==> src/rtl/disk_dma_seq_pkg.sv <==
package disk_dma_seq_pkg;
  typedef enum logic [1:0] {
    S_IDLE = 2'd0,
    S_EVAL = 2'd1,
    S_WAIT = 2'd2
  } seq_state_e;

  localparam logic [1:0] CMD_NONE = 2'b11;
  localparam logic [1:0] KIND_RD  = 2'b00;
  localparam logic [1:0] KIND_PKT = 2'b11;

  localparam logic [7:0] STAT_DONE = 8'h50;
  localparam logic [7:0] STAT_ERR  = 8'h51;
endpackage

==> src/rtl/disk_dma_seq_track.sv <==
module disk_dma_seq_track #(
  parameter int ACC_W = 19,
  parameter int LEN_W = 16
) (
  input  logic                    clk_i,
  input  logic                    rst_ni,
  input  logic                    load_i,
  input  logic [ACC_W-1:0]        load_size_i,
  input  logic                    adv_i,
  input  logic [LEN_W-1:0]        adv_len_i,
  output logic signed [ACC_W-1:0] size_o,
  output logic [ACC_W-1:0]        idx_o,
  output logic                    empty_o
);
  logic [ACC_W-1:0] len_ext;
  assign len_ext = ACC_W'(adv_len_i);

  always_ff @(posedge clk_i or negedge rst_ni) begin
    if (!rst_ni) begin
      size_o <= '0;
      idx_o  <= '0;
    end else if (load_i) begin
      size_o <= $signed(load_size_i);
      idx_o  <= '0;
    end else if (adv_i) begin
      size_o <= size_o - $signed(len_ext);
      idx_o  <= idx_o + len_ext;
    end
  end

  // remaining count at or below zero ends the device transfer
  assign empty_o = size_o[ACC_W-1] || (size_o == '0);

  AST_LOAD_CLEARS_IDX: assert property (@(posedge clk_i) disable iff (!rst_ni)
    load_i |=> idx_o == '0);
  AST_ADV_SHRINKS: assert property (@(posedge clk_i) disable iff (!rst_ni)
    (adv_i && !load_i && adv_len_i != '0) |=> size_o < $past(size_o));
endmodule

==> src/rtl/disk_dma_seq_offset.sv <==
module disk_dma_seq_offset #(
  parameter int SECT_W = 24,
  parameter int IDX_W  = 19,
  parameter int OFF_W  = 36
) (
  input  logic [SECT_W-1:0] sector_i,
  input  logic              optical_i,
  input  logic [IDX_W-1:0]  idx_i,
  output logic [OFF_W-1:0]  off_o
);
  localparam int DISK_SH = 9;
  localparam int OPT_SH  = 11;

  logic [OFF_W-1:0] base_disk, base_opt;

  assign base_disk = OFF_W'(sector_i) << DISK_SH;
  assign base_opt  = OFF_W'(sector_i) << OPT_SH;
  assign off_o     = (optical_i ? base_opt : base_disk) + OFF_W'(idx_i);
endmodule

==> src/rtl/disk_dma_seq.sv <==
module disk_dma_seq
  import disk_dma_seq_pkg::*;
#(
  parameter int SECT_W = 24,
  parameter int CNT_W  = 8,
  parameter int PKT_W  = 17,
  parameter int LEN_W  = 16,
  parameter int OFF_W  = SECT_W + 12
) (
  input  logic              clk_i,
  input  logic              rst_ni,
  input  logic              start_i,
  input  logic [1:0]        cmd_i,
  input  logic              optical_i,
  input  logic [SECT_W-1:0] sector_i,
  input  logic [CNT_W-1:0]  count_i,
  input  logic [PKT_W-1:0]  pkt_size_i,
  input  logic              kick_i,
  input  logic [LEN_W-1:0]  desc_len_i,
  input  logic              done_i,
  input  logic              err_i,
  output logic              req_o,
  output logic [1:0]        req_kind_o,
  output logic [OFF_W-1:0]  req_off_o,
  output logic [LEN_W-1:0]  req_len_o,
  output logic [7:0]        status_o,
  output logic              irq_o,
  output logic              dma_end_o
);
  localparam int SIZE_W = (CNT_W + 9 > PKT_W) ? CNT_W + 9 : PKT_W;
  localparam int ACC_W  = ((SIZE_W > LEN_W) ? SIZE_W : LEN_W) + 2;

  seq_state_e        state_q;
  logic              active_q, pend_q, err_q, optical_q;
  logic [1:0]        cmd_q;
  logic [SECT_W-1:0] sector_q;
  logic [LEN_W-1:0]  desc_len_q;

  logic                    req_q, dma_end_q, irq_q;
  logic [1:0]              req_kind_q;
  logic [OFF_W-1:0]        req_off_q;
  logic [LEN_W-1:0]        req_len_q;
  logic [7:0]              status_q;

  logic                    start_ok, load, issue, null_lba, empty;
  logic [ACC_W-1:0]        load_size, idx;
  logic signed [ACC_W-1:0] size, desc_s;
  logic [LEN_W-1:0]        pkt_len;
  logic [OFF_W-1:0]        chunk_off;

  always_comb begin
    start_ok  = optical_i || (cmd_i != CMD_NONE);
    load      = (state_q == S_IDLE) && start_i && start_ok;
    load_size = optical_i ? ACC_W'(pkt_size_i) : ACC_W'({count_i, 9'b0});
    null_lba  = &sector_q;
    issue     = (state_q == S_EVAL) && !err_q && active_q && !empty &&
                (desc_len_q != '0) && !(optical_q && null_lba);
    desc_s    = $signed(ACC_W'(desc_len_q));
    pkt_len   = (size < desc_s) ? size[LEN_W-1:0] : desc_len_q;
  end

  disk_dma_seq_track #(.ACC_W(ACC_W), .LEN_W(LEN_W)) track_i (
    .clk_i       (clk_i),
    .rst_ni      (rst_ni),
    .load_i      (load),
    .load_size_i (load_size),
    .adv_i       (issue),
    .adv_len_i   (desc_len_q),
    .size_o      (size),
    .idx_o       (idx),
    .empty_o     (empty)
  );

  disk_dma_seq_offset #(.SECT_W(SECT_W), .IDX_W(ACC_W), .OFF_W(OFF_W)) offset_i (
    .sector_i  (sector_q),
    .optical_i (optical_q),
    .idx_i     (idx),
    .off_o     (chunk_off)
  );

  always_ff @(posedge clk_i or negedge rst_ni) begin
    if (!rst_ni) begin
      state_q    <= S_IDLE;
      active_q   <= 1'b0;
      pend_q     <= 1'b0;
      err_q      <= 1'b0;
      optical_q  <= 1'b0;
      cmd_q      <= '0;
      sector_q   <= '0;
      desc_len_q <= '0;
      req_q      <= 1'b0;
      req_kind_q <= '0;
      req_off_q  <= '0;
      req_len_q  <= '0;
      status_q   <= '0;
      irq_q      <= 1'b0;
      dma_end_q  <= 1'b0;
    end else begin
      req_q     <= 1'b0;
      dma_end_q <= 1'b0;
      unique case (state_q)
        S_IDLE: begin
          if (load) begin
            cmd_q     <= cmd_i;
            optical_q <= optical_i;
            sector_q  <= sector_i;
            active_q  <= 1'b1;
            irq_q     <= 1'b0;
            err_q     <= 1'b0;
            if (pend_q) begin
              pend_q  <= 1'b0;
              state_q <= S_EVAL;
            end
          end else if (kick_i && !start_i) begin
            desc_len_q <= desc_len_i;
            err_q      <= 1'b0;
            state_q    <= S_EVAL;
          end
        end
        S_EVAL: begin
          state_q <= S_IDLE;
          if (err_q) begin
            status_q  <= STAT_ERR;
            irq_q     <= 1'b1;
            dma_end_q <= 1'b1;
            active_q  <= 1'b0;
          end else if (!active_q) begin
            pend_q <= 1'b1;  // hold descriptor until restarted
          end else if (empty) begin
            status_q  <= STAT_DONE;
            irq_q     <= 1'b1;
            dma_end_q <= 1'b1;
            active_q  <= 1'b0;
          end else if (desc_len_q == '0) begin
            dma_end_q <= 1'b1;
          end else if (optical_q && null_lba) begin
            req_q      <= 1'b1;
            req_kind_q <= KIND_PKT;
            req_off_q  <= '0;
            req_len_q  <= pkt_len;
            status_q   <= STAT_DONE;
            irq_q      <= 1'b1;
            dma_end_q  <= 1'b1;
            active_q   <= 1'b0;
          end else begin
            req_q      <= 1'b1;
            req_kind_q <= optical_q ? KIND_RD : cmd_q;
            req_off_q  <= chunk_off;
            req_len_q  <= desc_len_q;
            desc_len_q <= '0;
            state_q    <= S_WAIT;
          end
        end
        S_WAIT: begin
          if (done_i) begin
            err_q   <= err_i;
            state_q <= S_EVAL;
          end
        end
        default: state_q <= S_IDLE;
      endcase
    end
  end

  assign req_o      = req_q;
  assign req_kind_o = req_kind_q;
  assign req_off_o  = req_off_q;
  assign req_len_o  = req_len_q;
  assign status_o   = status_q;
  assign irq_o      = irq_q;
  assign dma_end_o  = dma_end_q;

  AST_REQ_FROM_EVAL: assert property (@(posedge clk_i) disable iff (!rst_ni)
    req_q |-> $past(state_q == S_EVAL));
  AST_NO_REQ_INACTIVE: assert property (@(posedge clk_i) disable iff (!rst_ni)
    req_q |-> $past(active_q));
  AST_BLOCK_WAITS: assert property (@(posedge clk_i) disable iff (!rst_ni)
    (req_q && req_kind_q != KIND_PKT) |-> (state_q == S_WAIT && !dma_end_q));
  AST_IRQ_WITH_END: assert property (@(posedge clk_i) disable iff (!rst_ni)
    $rose(irq_q) |-> (dma_end_q && !active_q));
  AST_IRQ_STATUS: assert property (@(posedge clk_i) disable iff (!rst_ni)
    $rose(irq_q) |-> (status_q == STAT_DONE || status_q == STAT_ERR));
  AST_PKT_FINISH: assert property (@(posedge clk_i) disable iff (!rst_ni)
    (req_q && req_kind_q == KIND_PKT) |-> (dma_end_q && irq_q));
endmodule

==> config.mk <==
export PLATFORM = sky130hd
export DESIGN_NAME = disk_dma_seq
export DESIGN_NICKNAME = d
export VERILOG_FILES = /design/src/rtl/disk_dma_seq_pkg.sv /design/src/rtl/disk_dma_seq_track.sv /design/src/rtl/disk_dma_seq_offset.sv /design/src/rtl/disk_dma_seq.sv
export SDC_FILE = /design/constraint.sdc
export NUM_CORES = 1
export LEC_CHECK = 0
export ABC_AREA = 1
export BUFFER_PORTS_ARGS = -buffer_cell sky130_fd_sc_hd__buf_2
export CAP_MARGIN = 20
export CORE_ASPECT_RATIO = 1.25
export CORE_MARGIN = 4
export CORE_UTILIZATION = 30
export CTS_CLUSTER_SIZE = 14
export DETAILED_ROUTE_END_ITERATION = 12
export PLACE_DENSITY = 0.56
export SYNTH_ARGS = -nofsm -noshare
export SYNTH_HDL_FRONTEND = slang
export SYNTH_SLANG_ARGS = --single-unit
==> constraint.sdc <==
create_clock -name clk_i -period 6.1 [get_ports clk_i]
set_clock_uncertainty 0.1 [all_clocks]
set_input_delay 0.305 -clock clk_i [delete_from_list [all_inputs] [get_ports clk_i]]
set_output_delay 0.305 -clock clk_i [all_outputs]
set_load 0.01 [all_outputs]
==> summary.md, run 1 <==
| Metric | Value |
|---|---|
| Ys Warns | `0` |
| Synth Area per Inst | `6.843 sq um` |
| Final Worst Setup Slack | `2.852 ns` |
| Final setup violation count | `0` |
| Post-synth top flop | `dfrtp_1` |
| Root buffer cell | `clkbuf_16` |
| Post-CTS setup buffers | `0` |
| Global route overflow | `0` |
| Cells on Worst Hold Path | `3` |
| Clk Latency, worst-skew pair | `0.45 ns` |
| First-pass GRT wire length | `50,520 microns` |
| Std cell rows | `73` |
| R2r setup slk | `2.85 ns` |
| Yosys reg bits | `145` |
| CP Capture Type | `flop` |
| CTS tree | `done` |
| Crit Path Class | `flop to flop` |
| Post-DRT Antenna Nets | `0` |
| Outcome | `finished, final reports clean` |
| Pre-CTS setup slack | `2.627 ns` |
| RR Endpoint | `track_i.size_o[17]` |
| Finished Layout Cells | `1,975` |
| Die H | `208.4 microns` |
| FF-to-FF Start | `desc_len_q[1]` |
| TNS Setup | `0 ns` |
| RSZ-0062 raised after global routing | `false` |
| Cell area after technology mapping | `9635 sq um` |
| Slew headroom | `36.25%` |
| Number of enable flip-flop cells after synthesis | `0` |
| Clk pin slew, worst setup/hold paths | `0.06 ns` |
| Commonest non-fill, non-tap cell in the layout | `nand2_1` |
| Routed len/inst | `15.68 microns` |
| Clock sinks | `145` |
| Required time of the worst setup path | `6.30 ns` |
| R2R cell count | `9` |
| Crit path DAT | `3.45 ns` |
| Fin crit period | `3.248 ns` |
| Fill cells | `3,454` |
| Nets | `1,669` |
| Hold Violations, Final | `0` |
| Synth cell types | `42` |
| CP Launch Point | `desc_len_q[1]` |
| Crit start category | `flop` |
| Slew Limit Fails | `0` |
| Final critical-path share of the clock period | `53.25%` |
| Sequential area share after synthesis | `37.66%` |
| Max clock buf depth | `2` |
| Worst IR drop on VDD | `301.3 uV` |
| Clock buffer count from CTS | `17` |
| Routability Congestion | `0.8976` |
| DR DRC count | `0` |
| Hold crit path type | `input port to flop` |
| Largest net degree at the start of global routing | `94` |
| Mapped Cells | `1,408` |
| Worst Min Path Start | `sector_i[11]` |
| Critical-path maximum fanout | `53` |
| DR vias | `9,568` |
| FMAX | `307.9 MHz` |
| GRT Total Usage | `18.10%` |
| # placed instances | `1,917` |
| Die area | `35,070 sq um` |
| Drt pass-1 iters | `5` |
| Worst Tran Pin Value | `0.9562 ns` |
| Proportion of layout cells with a drive suffix above 1 | `12.28%` |
| Number of H-tree levels | `4` |
| IO Port Bufs | `133` |
| Wirelength, routed | `30,980 microns` |
| Core box area | `31,790 sq um` |
| DP Wirelength | `23,560 microns` |
| Leakage power | `6.032 nW` |
| Die extent in x | `168.3 microns` |
| Max Cap Violations | `0` |
| Initial antenna violation count | `1` |
| Initial core utilization | `30.31%` |
| Vias in the first global route | `9,551` |
| Area Overhead vs Synth | `18.87%` |
| DR iter-0 viols | `753` |
| Via/cell ratio | `4.845` |
| Hold path endpoint | `sector_q[11]` |
| Post-synth ARST share | `100.0%` |
| Antenna diode count | `0` |
| Io pins | `139` |
| Power Dens Cells | `574.3 nW/um^2` |
| Commonest non-fill, non-tap cells in the layout | `nand2_1 (523), dfrtp_1 (145), inv_1 (142)` |
worst max-delay path by stage:
stage / end / depth (start not counted)
3_3_place_gp: track_i.size_o[1] / 10
6_report: track_i.size_o[17] / 9
3_5_place_dp: track_i.size_o[4] / 10
4_1_cts: track_i.size_o[11] / 10
2_1_floorplan: req_off_o[29] / 16
5_1_grt: track_i.idx_o[14] / 9
worst max-delay path: stages (launching register included):
cell and delay, ns:
dfrtp_1 0.47, inv_1 0.12, nand3_1 0.10, nor2_1 0.06, nand2_1 0.18, nand4_4 0.74, nor2_8 0.79, nor2_2 0.33
nand2_1 0.12, o21ai_1 0.06
layer usage:
| layer | GRT usage, % | part of all wire, % | vias to the layer above | routed length (microns) |
|---|---|---|---|---|
| met3 | 3.535 | 4.8 | 51 | 1487 |
| met1 | 23.27 | 44 | 4437 | 13550 |
| li1 | - | - | 4824 | - |
| met5 | 0 | 0.042 | - | 13 |
| met2 | 30.09 | 48 | 254 | 14950 |
| met4 | 6.803 | 3.1 | 2 | 974 |
synthesized netlist by cell type, drive strengths merged, types with 5 or more instances:
cell type	n	share of area, %
a21oi	48	2.5
buf	33	2.3
clkbuf	12	0.47
dfrtp	145	38
ha	42	5.5
inv	146	5.7
nand2	526	21
nand3	130	6.8
nand3b	9	0.70
nand4	25	1.8
nor2	111	4.8
nor3	17	0.93
o21ai	111	5.8
o22ai	7	0.45
xnor2	13	1.2
xor2	5	0.45
layout make-up:
class                      count  area (sq um)  area share [%]
clock buffer                  18         439.2           3.834
clock inverter                14         131.4           1.147
inverter                     147         551.8           4.818
multi-input combinational   1075          5200           45.40
sequential                   145          3628           31.68
tap                          412         515.5           4.501
timing repair buffer         164         987.2           8.619
cell families (layout without fill, tap and decap cells):
family / after synthesis / in the layout / synth area share [%]
simple gates: 826 / 826 / 36.09
buf+inv: 192 / 343 / 8.531
compound gates: 181 / 181 / 9.973
flops: 145 / 145 / 37.66
fa+ha+maj: 45 / 45 / 6.077
xor+xnor: 18 / 18 / 1.636
other cells: 1 / 5 / 0.03892
metrics by stage:
step	total power (W)	hold slack [ns]	util, %	instance area, sq um
floorplan	0.004456	-0.09059	-	9651
global placement	0.005478	0.3487	33.36	10610
detailed placement	0.005494	0.3475	33.36	10610
CTS	0.006589	0.0001403	35.92	11420
global route	0.007277	0.006503	36.03	11450
finish	0.006578	0.005878	36.03	11450
power by group:
group | internal (W) | total, W | switching, W
Clock | 0.000577 | 0.00104 | 0.000463
Combinational | 0.00127 | 0.00382 | 0.00255
Sequential | 0.00137 | 0.00172 | 0.000346
Total | 0.00322 | 0.00658 | 0.00336
state kept, by name, indices dropped and copies added, names as in the netlist:
name	count
req_kind_o	2
state_q	2
req_o	1
req_len_o	16
status_o	2
pend_q	1
desc_len_q	16
cmd_q	2
track_i.idx_o	19
track_i.size_o	19
sector_q	24
irq_o	1
dma_end_o	1
err_q	1
active_q	1
optical_q	1
req_off_o	36
timing repair:
| item | in CTS | in global routing |
|---|---|---|
| endpoints found under the hold margin | 115 | 1 |
| gates resized for setup | 0 | 0 |
| hold buffers | 24 | 1 |
Power figures use the tool's default switching activity.
==> run 2: changes to the inputs <==
==> constraint.sdc (replaced) <==
create_clock -name clk_i -period 3.2 [get_ports clk_i]
set_clock_uncertainty 0.1 [all_clocks]
set_input_delay 0.16 -clock clk_i [delete_from_list [all_inputs] [get_ports clk_i]]
set_output_delay 0.16 -clock clk_i [all_outputs]
set_load 0.01 [all_outputs]
==> summary.md, run 2 (synthesis gave the netlist of run 1 again) <==
| Metric | Value |
|---|---|
| Outcome | `finished, final reports clean` |
| Slew Limit Fails | `0 (unchanged)` |
| Area Overhead vs Synth | `22.74%` |
| # placed instances | `1,926 (+0.47%)` |
| Fill cells | `3,419 (-1.0%)` |
| Power Dens Cells | `1073 nW/um^2 (+87%)` |
| Clock buffer count from CTS | `17 (unchanged)` |
| GRT Total Usage | `18.71% (+0.61 points)` |
| Proportion of layout cells with a drive suffix above 1 | `12.38% (+0.099 points)` |
| Routed len/inst | `15.93 microns (+1.6%)` |
| Final setup violation count | `0 (unchanged)` |
| Part of the power in registers | `25.8% (-0.3 points)` |
| Sw Ratio | `50.70% (-0.41 points)` |
| Final Worst Setup Slack | `0.5278 ns (-2.324 ns)` |
| Die extent in x | `168.3 microns (unchanged)` |
| CP Capture Type | `flop` |
| FF-to-FF Start | `optical_q` |
| TNS Setup | `0 ns (unchanged)` |
| Post-CTS setup buffers | `0 (unchanged)` |
| Internal | `0.006256 W (+95%)` |
| Fin crit period | `2.672 ns (-0.5759 ns)` |
| Final design utilization | `37.21% (+1.2 points)` |
| Crit start category | `flop` |
| DR DRC count | `0 (unchanged)` |
| Vias in the first global route | `9,997 (+4.7%)` |
| Std cell rows | `73 (unchanged)` |
| Clk pin slew, worst setup/hold paths | `0.07 ns (about the same)` |
| Global route overflow | `0 (unchanged)` |
| FMAX | `374.2 MHz (+22%)` |
| Nets | `1,707 (+2.3%)` |
| WHS | `0.03969 ns (+0.03381 ns)` |
| Leakage power | `6.189 nW (+2.6%)` |
| DR iter-0 viols | `501 (-33%)` |
| Net Switching | `0.006434 W (+91%)` |
| Pre-CTS setup slack | `0.2037 ns (-2.423 ns)` |
| Worst Min Path Start | `pkt_size_i[14]` |
| Initial antenna violation count | `0 (-1)` |
| Clock sinks | `145 (unchanged)` |
| Io pins | `139 (unchanged)` |
| Largest net degree at the start of global routing | `60 (-36%)` |
| Finished Layout Cells | `2,011 (+1.8%)` |
| Max Cap Violations | `0 (unchanged)` |
| Die H | `208.4 microns (unchanged)` |
| Commonest non-fill, non-tap cell in the layout | `nand2_1` |
| Drt pass-1 iters | `6 (+1)` |
| DP Wirelength | `23,960 microns (+1.7%)` |
| Required time of the worst setup path | `3.44 ns (-2.86 ns)` |
| Routability Congestion | `0.9057 (+0.90%)` |
| Slew headroom | `24.00% (-12 points)` |
| First-pass GRT wire length | `52,460 microns (+3.8%)` |
| Antenna diode count | `0 (unchanged)` |
| Clk Latency, worst-skew pair | `0.45 ns (about the same)` |
| Core box area | `31,790 sq um (unchanged)` |
| Initial core utilization | `30.31% (unchanged)` |
| Post-DRT Antenna Nets | `0 (unchanged)` |
| Max reg flops | `36 (unchanged)` |
| Crit path DAT | `2.91 ns (-0.54 ns)` |
| Root buffer cell | `clkbuf_16` |
| Max clock buf depth | `2 (unchanged)` |
| DR vias | `9,786 (+2.3%)` |
| Worst IR drop on VDD | `494.1 uV (+64%)` |
| Die area | `35,070 sq um (unchanged)` |
| CTS tree | `done` |
| Via/cell ratio | `4.866 (+0.45%)` |
| Commonest non-fill, non-tap cells in the layout | `nand2_1 (523), dfrtp_1 (145), inv_1 (142)` |
| Critical-path maximum fanout | `10 (-81%)` |
| Crit Path Class | `flop to flop` |
| IO Port Bufs | `133 (unchanged)` |
| Hold crit path type | `input port to flop` |
| R2r setup slk | `0.53 ns (-2.32 ns)` |
| Power share of the clock group | `16.1% (+0.3 points)` |
| RSZ-0062 raised after global routing | `false` |
| Final critical-path share of the clock period | `83.50% (+30 points)` |
| Hold Violations, Final | `0 (unchanged)` |
| Wirelength, routed | `32,040 microns (+3.4%)` |
| Worst Tran Pin Value | `1.136 ns (+0.1796 ns)` |
| Gate power share | `58.1% (about the same)` |
| CP Launch Point | `optical_q` |
| Number of H-tree levels | `4 (unchanged)` |
==> run 2: metrics by stage <==
step | power (W) | instance area [sq um]
floorplan | 0.008494 | 9651
global placement | 0.01057 | 10690
detailed placement | 0.01060 | 10690
CTS | 0.01277 | 11820
global route | 0.01402 | 11830
finish | 0.01269 | 11830
==> run 2: worst max-delay path, cell delays in order, from the launching register on <==
cell and delay [ns]:
dfrtp_1 0.37, clkinv_1 0.30, nand2_1 0.14, nand2_1 0.08, ha_1 0.36, a21oi_1 0.11, o21ai_0 0.24, nand2_1 0.09
nand3_1 0.14, nand2_1 0.20, nor2_1 0.18, nand2_1 0.07, nand3_1 0.10, nand2_1 0.06
==> run 2: layout make-up <==
type,instances,area (sq um),area share [%]
well taps,412,515.5,4.359
multi-input cells,1075,5205,44.01
flip-flops and latches,145,3628,30.68
repair buffers,202,1340,11.33
inverters,147,551.8,4.666
clock buffers,19,452.9,3.830
clock inverters,11,132.6,1.121
==> run 2: routing by layer <==
metal / up-vias / GRT usage [%] / part of all wire [%]
met5: - / 0 / 0
met4: 0 / 7.923 / 3.5
met3: 63 / 3.744 / 4.9
met2: 253 / 31.27 / 48
met1: 4569 / 23.47 / 43
li1: 4901 / - / -
==> run 2: path summary, 6_finish.rpt <==
kind	end	cells past startpoint
min in group asynchronous	req_off_o[6]	2
hold reg to reg	status_o[0]	2
max in group asynchronous	sector_q[18]	3
setup reg to reg	req_off_o[27]	13
hold / removal	track_i.size_o[14]	7
setup / recovery	req_off_o[27]	13
==> run 2: repair_timing <==
item / CTS / global route
hold buffers: 55 / 0
resized for setup: 0 / 1
hold endpoints to repair: 110 / 0
endpoints found under the setup margin: 0 / 22
==> run 2: power groups by stage <==
stage / Clock [W] / Combinational, W / Sequential (W)
6_report: 0.00204 / 0.00737 / 0.00328
5_1_grt: 0.00217 / 0.00846 / 0.00339
4_1_cts: 0.00210 / 0.00740 / 0.00328
3_5_place_dp: 0 / 0.00731 / 0.00330
3_3_place_gp: 0 / 0.00729 / 0.00328
2_1_floorplan: 0 / 0.00525 / 0.00324
==> run 3: changes to the inputs <==
--- a/config.mk
+++ b/config.mk
@@ -13,7 +13,7 @@
 export CORE_UTILIZATION = 30
 export CTS_CLUSTER_SIZE = 14
 export DETAILED_ROUTE_END_ITERATION = 12
-export PLACE_DENSITY = 0.56
+export PLACE_DENSITY = 0.58
 export SYNTH_ARGS = -nofsm -noshare
 export SYNTH_HDL_FRONTEND = slang
 export SYNTH_SLANG_ARGS = --single-unit
==> constraint.sdc (replaced) <==
create_clock -name clk_i -period 2.34 [get_ports clk_i]
set_clock_uncertainty 0.1 [all_clocks]
set_input_delay 0.117 -clock clk_i [delete_from_list [all_inputs] [get_ports clk_i]]
set_output_delay 0.117 -clock clk_i [all_outputs]
set_load 0.01 [all_outputs]
==> summary.md, run 3 (synthesis gave the netlist of run 1 again) <==
| Metric | Value |
|---|---|
| Hold crit path type | `input port to flop` |
| Power share of the clock group | `16.7% (+0.6 points)` |
| Wirelength, routed | `31,900 microns (-0.43%)` |
| Clk Latency, worst-skew pair | `0.43 ns (-0.02 ns)` |
| Critical-path maximum fanout | `8 (-2)` |
| Routed len/inst | `15.22 microns (-4.5%)` |
| Crit start category | `flop` |
| Antenna diode count | `0 (unchanged)` |
| Final setup violation count | `0 (unchanged)` |
| Net Switching | `0.009152 W (+42%)` |
| Fin crit period | `2.253 ns (-0.4196 ns)` |
| Clock buffer count from CTS | `17 (unchanged)` |
| Worst Tran Pin Value | `0.5633 ns (-0.5726 ns)` |
| Power Dens Cells | `1516 nW/um^2 (+41%)` |
| Outcome | `finished, final reports clean` |
| Leakage power | `6.703 nW (+8.3%)` |
| Max Cap Violations | `0 (unchanged)` |
| Drt pass-1 iters | `5 (-1)` |
| R2r setup slk | `0.09 ns (-0.44 ns)` |
| Final critical-path share of the clock period | `96.26% (+13 points)` |
| CP Capture Type | `flop` |
| Clock sinks | `145 (unchanged)` |
| Hold path endpoint | `track_i.size_o[13]` |
| DR DRC count | `0 (unchanged)` |
| Largest net degree at the start of global routing | `53 (-12%)` |
| Die extent in x | `168.3 microns (unchanged)` |
| Commonest non-fill, non-tap cell in the layout | `nand2_1` |
| IO Port Bufs | `133 (unchanged)` |
| RSZ-0062 raised after global routing | `true` |
| DP Wirelength | `24,170 microns (+0.87%)` |
| Io pins | `139 (unchanged)` |
| Global route overflow | `0 (unchanged)` |
| Via/cell ratio | `4.764 (-2.1%)` |
| DR iter-0 viols | `578 (+15%)` |
| CTS tree | `done` |
| Crit path DAT | `2.46 ns (-0.45 ns)` |
| FMAX | `443.9 MHz (+19%)` |
| WHS | `0.02186 ns (-0.01783 ns)` |
| First-pass GRT wire length | `52,260 microns (-0.38%)` |
| Internal | `0.01027 W (+64%)` |
| Worst Min Path Start | `count_i[4]` |
| Hold Violations, Final | `0 (unchanged)` |
| GRT Total Usage | `18.42% (-0.29 points)` |
| Die area | `35,070 sq um (unchanged)` |
| Std cell rows | `73 (unchanged)` |
| Root buffer cell | `clkbuf_16` |
| TNS Setup | `0 ns (unchanged)` |
| Part of the power in registers | `22.9% (-2.9 points)` |
| FF-to-FF Start | `optical_q` |
| Total power | `0.01942 W (+53%)` |
| Initial core utilization | `30.31% (unchanged)` |
| Initial antenna violation count | `0 (unchanged)` |
| # placed instances | `1,998 (+3.7%)` |
| Sw Ratio | `47.12% (-3.6 points)` |
| Slew headroom | `62.05% (+38 points)` |
| Required time of the worst setup path | `2.55 ns (-0.89 ns)` |
| Post-DRT Antenna Nets | `0 (unchanged)` |
| Crit Path Class | `flop to flop` |
| Worst IR drop on VDD | `701.0 uV (+42%)` |
| Proportion of layout cells with a drive suffix above 1 | `18.82% (+6.4 points)` |
| Max clock buf depth | `2 (unchanged)` |
| Max reg flops | `36 (unchanged)` |
| RR Endpoint | `req_off_o[20]` |
| Clk pin slew, worst setup/hold paths | `0.06 ns (about the same)` |
| Nets | `1,791 (+4.9%)` |
| Die H | `208.4 microns (unchanged)` |
| Area Overhead vs Synth | `32.97%` |
| Cells on Worst Hold Path | `7 (unchanged)` |
| Routability Congestion | `0.9214 (+1.7%)` |
| DR vias | `9,985 (+2.0%)` |
| Core box area | `31,790 sq um (unchanged)` |
| Number of H-tree levels | `4 (unchanged)` |
| Commonest non-fill, non-tap cells in the layout | `nand2_1 (508), dfrtp_1 (145), inv_1 (142)` |
| R2R cell count | `12 (-1)` |
| Slew Limit Fails | `0 (unchanged)` |
| Vias in the first global route | `10,211 (+2.1%)` |
| Gate power share | `60.4% (+2.3 points)` |
| Finished Layout Cells | `2,096 (+4.2%)` |
[run 3: cell types whose count changed in the layout (fill, tap and decap cells not counted), moves of 6 or more]
cell and change:
nor2_2 +9, buf_12 +6, nand2_2 +14, nor2_1 -10
buf_4 +71, nand2_1 -15, o21ai_0 -6
[run 3: layout make-up]
type	instances	area, sq um
fill	3343	18970
multi-input combinational	1075	5354
timing repair buffer	286	2069
sequential	145	3628
clock buffer	20	456.7
tap	412	515.5
inverter	147	555.5
clock inverter	11	232.7
[run 3: worst max-delay path, stage by stage (launching register included)]
cell,delay (ns)
dfrtp_1,0.42
buf_4,0.18
nand2_1,0.06
o21ai_0,0.09
ha_1,0.38
a21oi_2,0.21
nor2_1,0.06
nor2_1,0.11
nand2_2,0.10
nand3_2,0.10
nand2_4,0.07
o21ai_0,0.16
o21ai_0,0.10
[run 3: how the worst max path moves through the flow]
| stage | slack, ns | startpoint | endpoint |
|---|---|---|---|
| after floorplan | 0.01 | optical_q | req_off_o[27] |
| after global placement | 0.1 | optical_q | req_off_o[27] |
| after detailed placement | 0.05 | optical_q | req_off_o[34] |
| after CTS | 0.04 | optical_q | req_off_o[34] |
| after global routing | -0.06 | optical_q | req_off_o[29] |
| final | 0.09 | optical_q | req_off_o[20] |
[run 3: layer usage]
metal / vias to the layer above / share of wire (%) / GRT usage, %
li1: 5054 / - / -
met1: 4663 / 43 / 22.75
met2: 223 / 50 / 32.46
met3: 45 / 4.3 / 3.098
met4: 0 / 2.4 / 6.131
met5: - / 0 / 0
[run 3: power by group through the flow]
stage                     combinational (W)  clock [W]  sequential (W)
after detailed placement             0.0112          0         0.00448
after floorplan                     0.00720          0         0.00443
after CTS                            0.0114    0.00331         0.00445
final                                0.0117    0.00324         0.00445
after global routing                 0.0133    0.00342         0.00460
after global placement               0.0111          0         0.00445
[run 3: stage by stage]
stage          worst slack (ns)  instance area (sq um)  utilization [%]
4_1_cts                 0.03849                  12590            39.62
2_1_floorplan           0.01322                   9659                -
5_1_grt                -0.06430                  12810            40.31
6_report                0.08747                  12810            40.31
3_5_place_dp            0.05312                  11300            35.56
3_3_place_gp            0.09547                  11300            35.56
[run 3: repair_timing]
| action | in CTS | in global routing |
|---|---|---|
| setup endpoints to repair | 0 | 57 |
| hold endpoints to repair | 113 | 0 |
| buffers inserted | 0 | 7 |
| resized for setup | 0 | 52 |
| hold buffers | 60 | 0 |
